[src/rtl/gfc_ser_pkg.sv]
package gfc_ser_pkg;

    localparam int GFC_BITS    = 4;
    localparam int START_DELAY = 6;

    typedef enum logic {
        TMR_IDLE  = 1'b0,
        TMR_COUNT = 1'b1
    } tmr_state_e;

    // One cycle of shifter output
    typedef struct packed {
        logic busy;
        logic first;
        logic data;
    } gfc_tap_t;

    // Gate a tap with the loss flag
    function automatic gfc_tap_t gate_tap(input gfc_tap_t t, input logic lost);
        gfc_tap_t r;
        r.busy  = t.busy & ~lost;
        r.first = t.busy & t.first & ~lost;
        r.data  = t.busy & t.data & ~lost;
        return r;
    endfunction

endpackage

[src/rtl/gfc_delay_timer.sv]
module gfc_delay_timer
    import gfc_ser_pkg::*;
#(
    parameter int DELAY = START_DELAY   // must be at least 2
) (
    input  logic clk,
    input  logic rst,
    input  logic load_i,
    input  logic abort_i,
    output logic expire_o
);

    localparam int CW       = (DELAY > 2) ? $clog2(DELAY) : 1;
    localparam int LOAD_VAL = DELAY - 2;

    tmr_state_e    state_q;
    logic [CW-1:0] cnt_q;

    // Expire in cycle n+DELAY-1, so the shifter shows its first bit in n+DELAY
    assign expire_o = (state_q == TMR_COUNT) && (cnt_q == '0);

    always_ff @(posedge clk) begin
        if (rst || abort_i) begin
            state_q <= TMR_IDLE;
            cnt_q   <= '0;
        end else if (load_i) begin
            state_q <= TMR_COUNT;
            cnt_q   <= CW'(LOAD_VAL);
        end else if (expire_o) begin
            state_q <= TMR_IDLE;
        end else if (state_q == TMR_COUNT) begin
            cnt_q <= cnt_q - 1'b1;
        end
    end

endmodule

[src/rtl/gfc_shift_out.sv]
module gfc_shift_out
    import gfc_ser_pkg::*;
#(
    parameter int W = GFC_BITS
) (
    input  logic         clk,
    input  logic         rst,
    input  logic         clear_i,
    input  logic         start_i,
    input  logic [W-1:0] nib_i,
    output gfc_tap_t     tap_o
);

    localparam int LW = $clog2(W + 1);

    logic [W-1:0]  sh_q;
    logic [LW-1:0] left_q;

    always_ff @(posedge clk) begin
        if (rst || clear_i) begin
            sh_q   <= '0;
            left_q <= '0;
        end else if (start_i) begin
            sh_q   <= nib_i;
            left_q <= LW'(W);
        end else if (left_q != '0) begin
            sh_q   <= {sh_q[W-2:0], 1'b0};
            left_q <= left_q - 1'b1;
        end
    end

    assign tap_o.busy  = (left_q != '0);
    assign tap_o.first = (left_q == LW'(W));
    assign tap_o.data  = sh_q[W-1];

endmodule

[src/rtl/gfc_serial_extract.sv]
module gfc_serial_extract
    import gfc_ser_pkg::*;
#(
    parameter int W           = GFC_BITS,
    parameter int START_DELAY = gfc_ser_pkg::START_DELAY
) (
    input  logic         clk,
    input  logic         rst,
    input  logic         cell_wr_i,
    input  logic [W-1:0] gfc_nib_i,
    input  logic         delin_lost_i,
    output logic         gfc_ser_o,
    output logic         gfc_start_o
);

    logic         accept;
    logic         expire;
    logic [W-1:0] nib_q;
    gfc_tap_t     raw_tap;
    gfc_tap_t     out_tap;

    // Strobes are refused while delineation is lost
    assign accept = cell_wr_i & ~delin_lost_i;

    always_ff @(posedge clk) begin
        if (rst)
            nib_q <= '0;
        else if (accept)
            nib_q <= gfc_nib_i;
    end

    gfc_delay_timer #(.DELAY(START_DELAY)) tmr_i (
        .clk      (clk),
        .rst      (rst),
        .load_i   (accept),
        .abort_i  (delin_lost_i),
        .expire_o (expire)
    );

    // A new strobe or loss flushes any running shift
    gfc_shift_out #(.W(W)) shf_i (
        .clk     (clk),
        .rst     (rst),
        .clear_i (accept | delin_lost_i),
        .start_i (expire),
        .nib_i   (nib_q),
        .tap_o   (raw_tap)
    );

    assign out_tap     = gate_tap(raw_tap, delin_lost_i);
    assign gfc_ser_o   = out_tap.data;
    assign gfc_start_o = out_tap.first;

endmodule

[config.mk]
export PLATFORM = sky130hd
export DESIGN_NAME = gfc_serial_extract
export DESIGN_NICKNAME = d
export VERILOG_FILES = /design/src/rtl/gfc_ser_pkg.sv /design/src/rtl/gfc_delay_timer.sv /design/src/rtl/gfc_shift_out.sv /design/src/rtl/gfc_serial_extract.sv
export SDC_FILE = /design/constraint.sdc
export NUM_CORES = 1
export LEC_CHECK = 0
export BUFFER_PORTS_ARGS = -buffer_cell sky130_fd_sc_hd__buf_2
export CAP_MARGIN = 20
export CORE_MARGIN = 8
export CORE_UTILIZATION = 50
export CTS_CLUSTER_SIZE = 12
export DETAILED_ROUTE_END_ITERATION = 12
export PLACE_DENSITY_LB_ADDON = 0.05
export SETUP_SLACK_MARGIN = 0.1
export SYNTH_ARGS = -nofsm -noshare
export SYNTH_HDL_FRONTEND = slang
export SYNTH_SLANG_ARGS = --single-unit
[constraint.sdc]
create_clock -name clk -period 1.71 [get_ports clk]
set_input_delay 0.0855 -clock clk [delete_from_list [all_inputs] [get_ports clk]]
set_output_delay 0.0855 -clock clk [all_outputs]
set_load 0.005 [all_outputs]
After elaboration in Yosys (flattened, before gate mapping). Cells that the tools add are included. Widths: inputs -> output; s select.

Flip-flop bits (word level): 15. Memory bits (writable): 0. Memories: 0. Latch bits: 0. ROM bits: 0. Output and inout port bits: 2. Input bits: 8. Word-level logic and storage cells: 40.

Multiply operators: 0. $lt $le $gt $ge: 0. Shift operators: 0. Bitwise gates (word level): 8. Muxes and demuxes: 9. Reduce and logical (&&, ||, !) cells: 12. Divide/modulo/power cells: 0. Equality and inequality tests: 2. Add/subtract/negate cells: 2.

Operator list (count): $mux 3 (5); $mux 4 (2); $reduce_bool 2->1 (3); $sub 3x1->3 const B (2); $and 1x1->1 (5); $reduce_and 2->1 (2); $reduce_or 2->1 (2); $eq 3x3->1 const B (1); $logic_not 3->1 (1); $reduce_bool 3->1 (1); $logic_or 1x1->1 (2); $mux 1 (2); $ne 2x2->1 const B (1); $not 1->1 (2); $logic_and 1x1->1 (1); $or 1x1->1 (1).

Longest topological paths before layout. Gate-level depths: netlist of run 1.

Depth in word-level cells: 5. Gate-level depth with buffers: 6. Gate-level depth less buffers: 6.

Hierarchy. A second synthesis of run 1 with hierarchy kept.

Cell total of the unflattened synthesis: 80. Area total of the unflattened synthesis: 825.8 um2.

Modules (own cells, without submodules): gfc_shift_out (cells an instance 39, area each 395.4 um2, times used 1, seq. area each 140.1 um2); gfc_serial_extract (cells an instance 20, area each 222.7 um2, times used 1, seq. area each 80.1 um2); gfc_delay_timer (cells an instance 21, area each 207.7 um2, times used 1, seq. area each 80.1 um2).

Least setup slack after synthesis of run 1. No wires, ideal clock.

Path kind: reg2reg. Start: register tmr_i.cnt_q[0]. End: register tmr_i.cnt_q[2]. Stages on the path, launching flop included: 7. Library setup time: 0.115 ns. Path buffers: 0. Arrival: 1.246 ns. Period minus slack after synthesis: 1.361 ns. Path slack: 0.349 ns. Required time: 1.595 ns. Cells stage by stage: dfxtp_1 inv_1 ha_1 ha_1 and2b_1 mux2i_1 o21a_1.

Longest elaborated chain between the ends: 4. Elaborated cells on any way between the ends: 8. Classes of those cells: 1 x add/sub; 1 x eq/ne; 3 x mux; 3 x reduce/logical.

RTL lines: start, declared (RTL line gfc_delay_timer.sv:17) `logic [CW-1:0] cnt_q;`; start signal, assigned (RTL line gfc_delay_timer.sv:28) `cnt_q <= CW'(LOAD_VAL);`; start signal, assigned (RTL line gfc_delay_timer.sv:32) `cnt_q <= cnt_q - 1'b1;`; $sub 3x1->3 or $logic_not 3->1 (tied branches) (RTL line gfc_delay_timer.sv:32, gfc_delay_timer.sv:20); $mux 3 or $logic_and 1x1->1 (tied branches) (RTL line gfc_delay_timer.sv:31, gfc_delay_timer.sv:20); $mux 3 or $ne 2x2->1 (tied branches); $mux 3 or $reduce_and 2->1 (tied branches).

Parallel ways exist; a longest one is shown, timed or not. The select of a mux whose other input is x is not followed. A chain may end at the register's enable or synchronous reset.

Final worst setup path of run 1.
Start: register shf_i.left_q[0]. End: output gfc_ser_o.

Longest elaborated chain between the ends: 3.

RTL lines: start, declared (RTL line gfc_shift_out.sv:17) `logic [LW-1:0] left_q;`; start signal, assigned (RTL line gfc_shift_out.sv:25) `left_q <= LW'(W);`; start signal, assigned (RTL line gfc_shift_out.sv:28) `left_q <= left_q - 1'b1;`; $reduce_bool 3->1 (RTL line gfc_shift_out.sv:32) `assign tap_o.busy = (left_q != '0);`; $and 1x1->1 (2 in series) (RTL line gfc_ser_pkg.sv:23) `r.data = t.busy & t.data & ~lost;`; end, declared (RTL line gfc_serial_extract.sv:12) `output logic gfc_ser_o,`.

No other way between the ends.

==> results_dict.tcl, run 1 <==
set metrics [dict create \
    drc 0 \
    cp-startpoint "shf_i.left_q[0]" \
    synth_area_um2 682 \
    start_util 0.531 \
    total_power_mw 0.604 \
    cp_max_fo 6 \
    utilization 0.601 \
    synth_cell_type_count 24 \
    hold_buffers 0 \
    synth_top_family_by_area "simple AND/OR/NAND/NOR gates" \
    rows 13 \
    seqPwrFrac 0.598 \
    antenna_found_initial 0 \
    nets 99 \
    cap_violations 0 \
    cts-root-buf "clkbuf_4" \
    clkTransAtPathRegs_ns 0.09 \
    finalCritPeriodShare 0.872 \
    hold_start "rst" \
    cts_inserted_buffers 3 \
    coreArea_um2 1280 \
    synthCells 74 \
    cp-start-kind "flip-flop" \
    grt_max_degree 10 \
    totalWireLength_um 1080 \
    yosysSeqAreaShare 0.440 \
    endpoint_kind "output pin" \
    worst_pin_slew_ns 0.330 \
    slew_headroom 0.780 \
    drtIter0Drc 2 \
    num_io_pins 10 \
    outcome "finished, final reports clean" \
    firstDrtPassIters 2 \
    rsz0062_at_grt "false" \
    switching_share 0.226 \
    grt_pass1_vias 469 \
    finClkSkew_ns 0.00125 \
    fmax_mhz 670 \
    diodes 0 \
    p_leak_nw 0.305 \
    antenna_left 0 \
    dieArea_um2 2800 \
    port_buffers 9 \
    yosys_warnings 0 \
    report.final.hold_viol_count 0 \
    globalRoute.totalOverflow 0 \
    finalMaxSlewViolations 0 \
    powerDensity_nw_per_um2 783 \
    viasPerCell 5.07 \
    ir_drop_v 0.000407 \
    period_needed_ns 1.49 \
    synth.ff_latch_count 15 \
    hold_end "nib_q[1]" \
    clkSinkCount 15 \
    critical_path_arrival_ns 1.41 \
    r2r_end "tmr_i.cnt_q[2]" \
    setup-violations-final 0 \
    routedWlPerCell_um 10.7 \
    grt_pass1_wl_um 1930 \
    syn-num-nets 86 \
    reg2reg_depth 6 \
    cts_tree "done" \
    r2r-start "tmr_i.cnt_q[0]" \
    hp-class "in2reg" \
    synthMuxAreaShare 0.0734 \
    drive_gt1_frac 0.209 \
    track_usage 0.0942 \
    hold_depth 2 \
    p_switching_mw 0.136 \
    layout_commonest_cell "dfxtp_1" \
    insertion_delay_ns 0.28 \
    place_congestion 0.686 \
    dp_hpwl_um 831 \
    area_growth_syn_to_layout_pct 13.2 \
    synthXorXnorAreaFrac 0.0257 \
    cell_internal_pwr_mw 0.468 \
    fp.dieW_um 52.9 \
    syn_avg_cell_area_um2 9.21 \
    crit_required_ns 1.62 \
    reg2reg_setup_slack_ns 0.25 \
    cts_buffer_depth 2 \
    synthAdderAreaFrac 0.0734 \
    final_cell_mix "dfxtp_1, nor2_1, buf_2, nand2_1, inv_1" \
    pwr-share-comb 0.072 \
    h-tree-depth 1 \
    whs_ns 0.0303 \
    synth_compound_area_frac 0.116 \
    synthSimpleGateAreaFrac 0.217 \
    pwr-share-clk 0.331 \
    crit_type "reg2out" \
    setup_tns_ns 0 \
    vias 512 \
    dieHeight_um 52.9 \
]
-- power by group through the flow --
stage                     registers, mW  clock network, mW  logic (mW)
after floorplan                   0.368                  0      0.0299
after global placement            0.369                  0      0.0428
after detailed placement          0.370                  0      0.0434
after CTS                         0.361              0.206      0.0437
after global routing              0.363              0.224      0.0494
final                             0.361              0.200      0.0433
-- final cells by class --
class	count	area, um2
Sequential cell	15	300
Fill cell	119	513
Multi-Input combinational cell	51	352
Clock buffer	4	26.3
Tap cell	15	18.8
Inverter	6	22.5
Timing Repair Buffer	10	52.6
-- worst max-delay path, cell delays in order, from the launching register on --
cell and delay (ns):
dfxtp_1 0.31, inv_1 0.07, ha_2 0.20, nor2b_1 0.13, buf_4 0.16, nor3b_2 0.14, buf_2 0.13
-- repair_timing --
action | 4_1_cts | 5_1_grt
endpoints found under the setup margin | 0 | 1
gates resized for setup | 0 | 2
buffers inserted | 0 | 0
-- state kept, by name, indices dropped and copies added (netlist names) --
signal and flops:
nib_q 4, shf_i.sh_q 4, shf_i.left_q 3, tmr_i.cnt_q 3, tmr_i.state_q 1
-- synth_stat cells --
| cell | instances | share of area |
|---|---|---|
| xnor2_1 | 2 | 0.026 |
| mux2i_1 | 5 | 0.073 |
| nand3_1 | 1 | 0.0073 |
| and2b_2 | 1 | 0.013 |
| a211oi_1 | 1 | 0.011 |
| nor2b_1 | 1 | 0.0092 |
| a311oi_1 | 3 | 0.039 |
| nand2_1 | 8 | 0.044 |
| ha_1 | 4 | 0.073 |
| and2b_1 | 1 | 0.011 |
| o21a_1 | 2 | 0.022 |
| and2_1 | 1 | 0.0092 |
| or3_1 | 1 | 0.0092 |
| dfxtp_1 | 15 | 0.44 |
| nor2_1 | 11 | 0.061 |
| a2111oi_2 | 1 | 0.022 |
| and3b_2 | 1 | 0.015 |
| nor3_1 | 1 | 0.0073 |
| clkbuf_1 | 1 | 0.0055 |
| a21oi_1 | 3 | 0.022 |
| inv_1 | 6 | 0.033 |
| nor3b_1 | 2 | 0.022 |
| nand2b_1 | 1 | 0.0092 |
| buf_6 | 1 | 0.017 |
-- worst max path at each step --
stage,depth (start not counted),end
2_1_floorplan,6,tmr_i.cnt_q[2]
3_3_place_gp,6,tmr_i.cnt_q[1]
3_5_place_dp,6,tmr_i.cnt_q[2]
4_1_cts,6,gfc_ser_o
5_1_grt,6,gfc_ser_o
6_report,6,gfc_ser_o
-- cells by family after synthesis --
| logic type | Yosys count |
|---|---|
| mux | 5 |
| compound gates | 10 |
| flops | 15 |
| fa+ha+maj | 4 |
| simple gates | 30 |
| buf+inv | 8 |
| xor+xnor | 2 |
-- stage by stage --
stage / worst slack (ns) / instance area, um2 / cells
detailed placement: 0.265 / 738 / 97
CTS: 0.126 / 764 / 101
finish: 0.218 / 772 / 101
floorplan: 0.349 / 682 / 74
global placement: 0.301 / 738 / 97
global route: 0.103 / 772 / 101
-- routing by layer --
layer	track usage	routed length, um	vias to the layer above
met3	0.0364	72	5
met1	0.108	551	224
met4	0.0647	33	0
met5	0	0	-
met2	0.141	419	11
li1	-	-	272
(Power assumes the default switching activity.)
==> run 2, diff against run 1 <==
- CORE_MARGIN: 8 -> 2
==> run 2 against run 1 <==
Effect of this change:
- sequential power barely moved
- clock power barely moved
- clock skew barely moved
- highest routed layer unchanged
==> results_dict.tcl, run 2 (synthesis gave the netlist of run 1 again) <==
set metrics [dict create \
    place_congestion 0.730 \
    hp-class "in2reg" \
    postCtsResizedCells 0 \
    coreArea_um2 1280 \
    setup-violations-final 0 \
    slew_headroom 0.781 \
    drc 0 \
    h-tree-depth 1 \
    antenna_found_initial 0 \
    ir_drop_v 0.000376 \
    instances_no_fill 101 \
    cap_violations 0 \
    totalWireLength_um 986 \
    post-place-ws_ns 0.263 \
    drive_gt1_frac 0.209 \
    globalRoute.totalOverflow 0 \
    whs_ns 0.0328 \
    worst_pin_slew_ns 0.329 \
    grt_pass1_vias 382 \
    hold_buffers 0 \
    crit_required_ns 1.62 \
    pwr-share-comb 0.072 \
    layout_commonest_cell "dfxtp_1" \
    cell_internal_pwr_mw 0.468 \
    cts_tree "done" \
    period_needed_ns 1.48 \
    cp_max_fo 6 \
    antenna_left 0 \
    powerDensity_nw_per_um2 779 \
    num_io_pins 10 \
    firstDrtPassIters 4 \
    seqPwrFrac 0.601 \
    fin_area_um2 772 \
    outcome "finished, final reports clean" \
    fp.dieW_um 40.9 \
    clkSinkCount 15 \
    finalCritPeriodShare 0.867 \
    pwr-share-clk 0.327 \
    p_switching_mw 0.134 \
    clkTransAtPathRegs_ns 0.09 \
    vias 501 \
    postCtsSetupBuffers 0 \
    p_leak_nw 0.305 \
    dp_hpwl_um 747 \
    finClkSkew_ns 0.00157 \
    dieHeight_um 40.9 \
    nets 99 \
    crit_type "reg2out" \
    dp.cells 97 \
    hold_depth 2 \
    cp-start-kind "flip-flop" \
    rsz0062_at_grt "false" \
    setup_tns_ns 0 \
    insertion_delay_ns 0.27 \
    grt_pass1_wl_um 1650 \
    grt_max_degree 10 \
    dpl_cell_area_um2 738 \
    utilization 0.601 \
    dieArea_um2 1680 \
    endpoint_kind "output pin" \
    fmax_mhz 675 \
    viasPerCell 4.96 \
    critical_path_arrival_ns 1.40 \
    cts-root-buf "clkbuf_4" \
    routedWlPerCell_um 9.76 \
    cts_inserted_buffers 3 \
    switching_share 0.222 \
    diodes 0 \
    drtIter0Drc 7 \
    reg.largest.list "nib_q (4), shf_i.sh_q (4)" \
    start_util 0.531 \
    rows 13 \
    finalWorstSetupSlack_ns 0.228 \
    track_usage 0.154 \
    port_buffers 9 \
    final_cell_mix "dfxtp_1, nor2_1, buf_2, nand2_1, inv_1" \
    total_power_mw 0.601 \
    report.final.hold_viol_count 0 \
    cts_buffer_depth 2 \
    area_growth_syn_to_layout_pct 13.2 \
    finalMaxSlewViolations 0 \
    reg2reg_depth 6 \
]
## run 2: cell counts in the layout (fill, tap and decap cells not counted)
No cell type changed its count.
## run 2: power by group through the flow
stage / Combinational, mW / Clock (mW) / Sequential, mW
floorplan: 0.0299 / 0 / 0.368
global placement: 0.0428 / 0 / 0.369
detailed placement: 0.0431 / 0 / 0.370
CTS: 0.0434 / 0.204 / 0.362
global route: 0.0486 / 0.219 / 0.363
finish: 0.0431 / 0.197 / 0.361
## run 2: worst max-delay path: stages, from the launching register on
cell,delay [ns]
dfxtp_1,0.33
inv_1,0.06
ha_2,0.19
nor2b_1,0.13
buf_4,0.15
nor3b_2,0.14
buf_2,0.12
## run 2: cell type report
cell class / instances / area (um2)
Multi-Input combinational cell: 51 / 352
Tap cell: 15 / 18.8
Fill cell: 115 / 513
Timing Repair Buffer: 10 / 52.6
Sequential cell: 15 / 300
Clock buffer: 4 / 26.3
Inverter: 6 / 22.5
## run 2: per-layer routing
metal	wire length, um	GRT usage
met1	535	0.209
met2	396	0.215
met3	40	0.0326
met4	14	0.100
met5	0	0
## run 2: worst paths after layout
check,start,endpoint,slack [ns]
min,rst,nib_q[1],0.03
max,shf_i.left_q[1],gfc_ser_o,0.23
max reg2reg,tmr_i.cnt_q[0],tmr_i.cnt_q[2],0.25
min reg2reg,nib_q[0],shf_i.sh_q[0],0.47
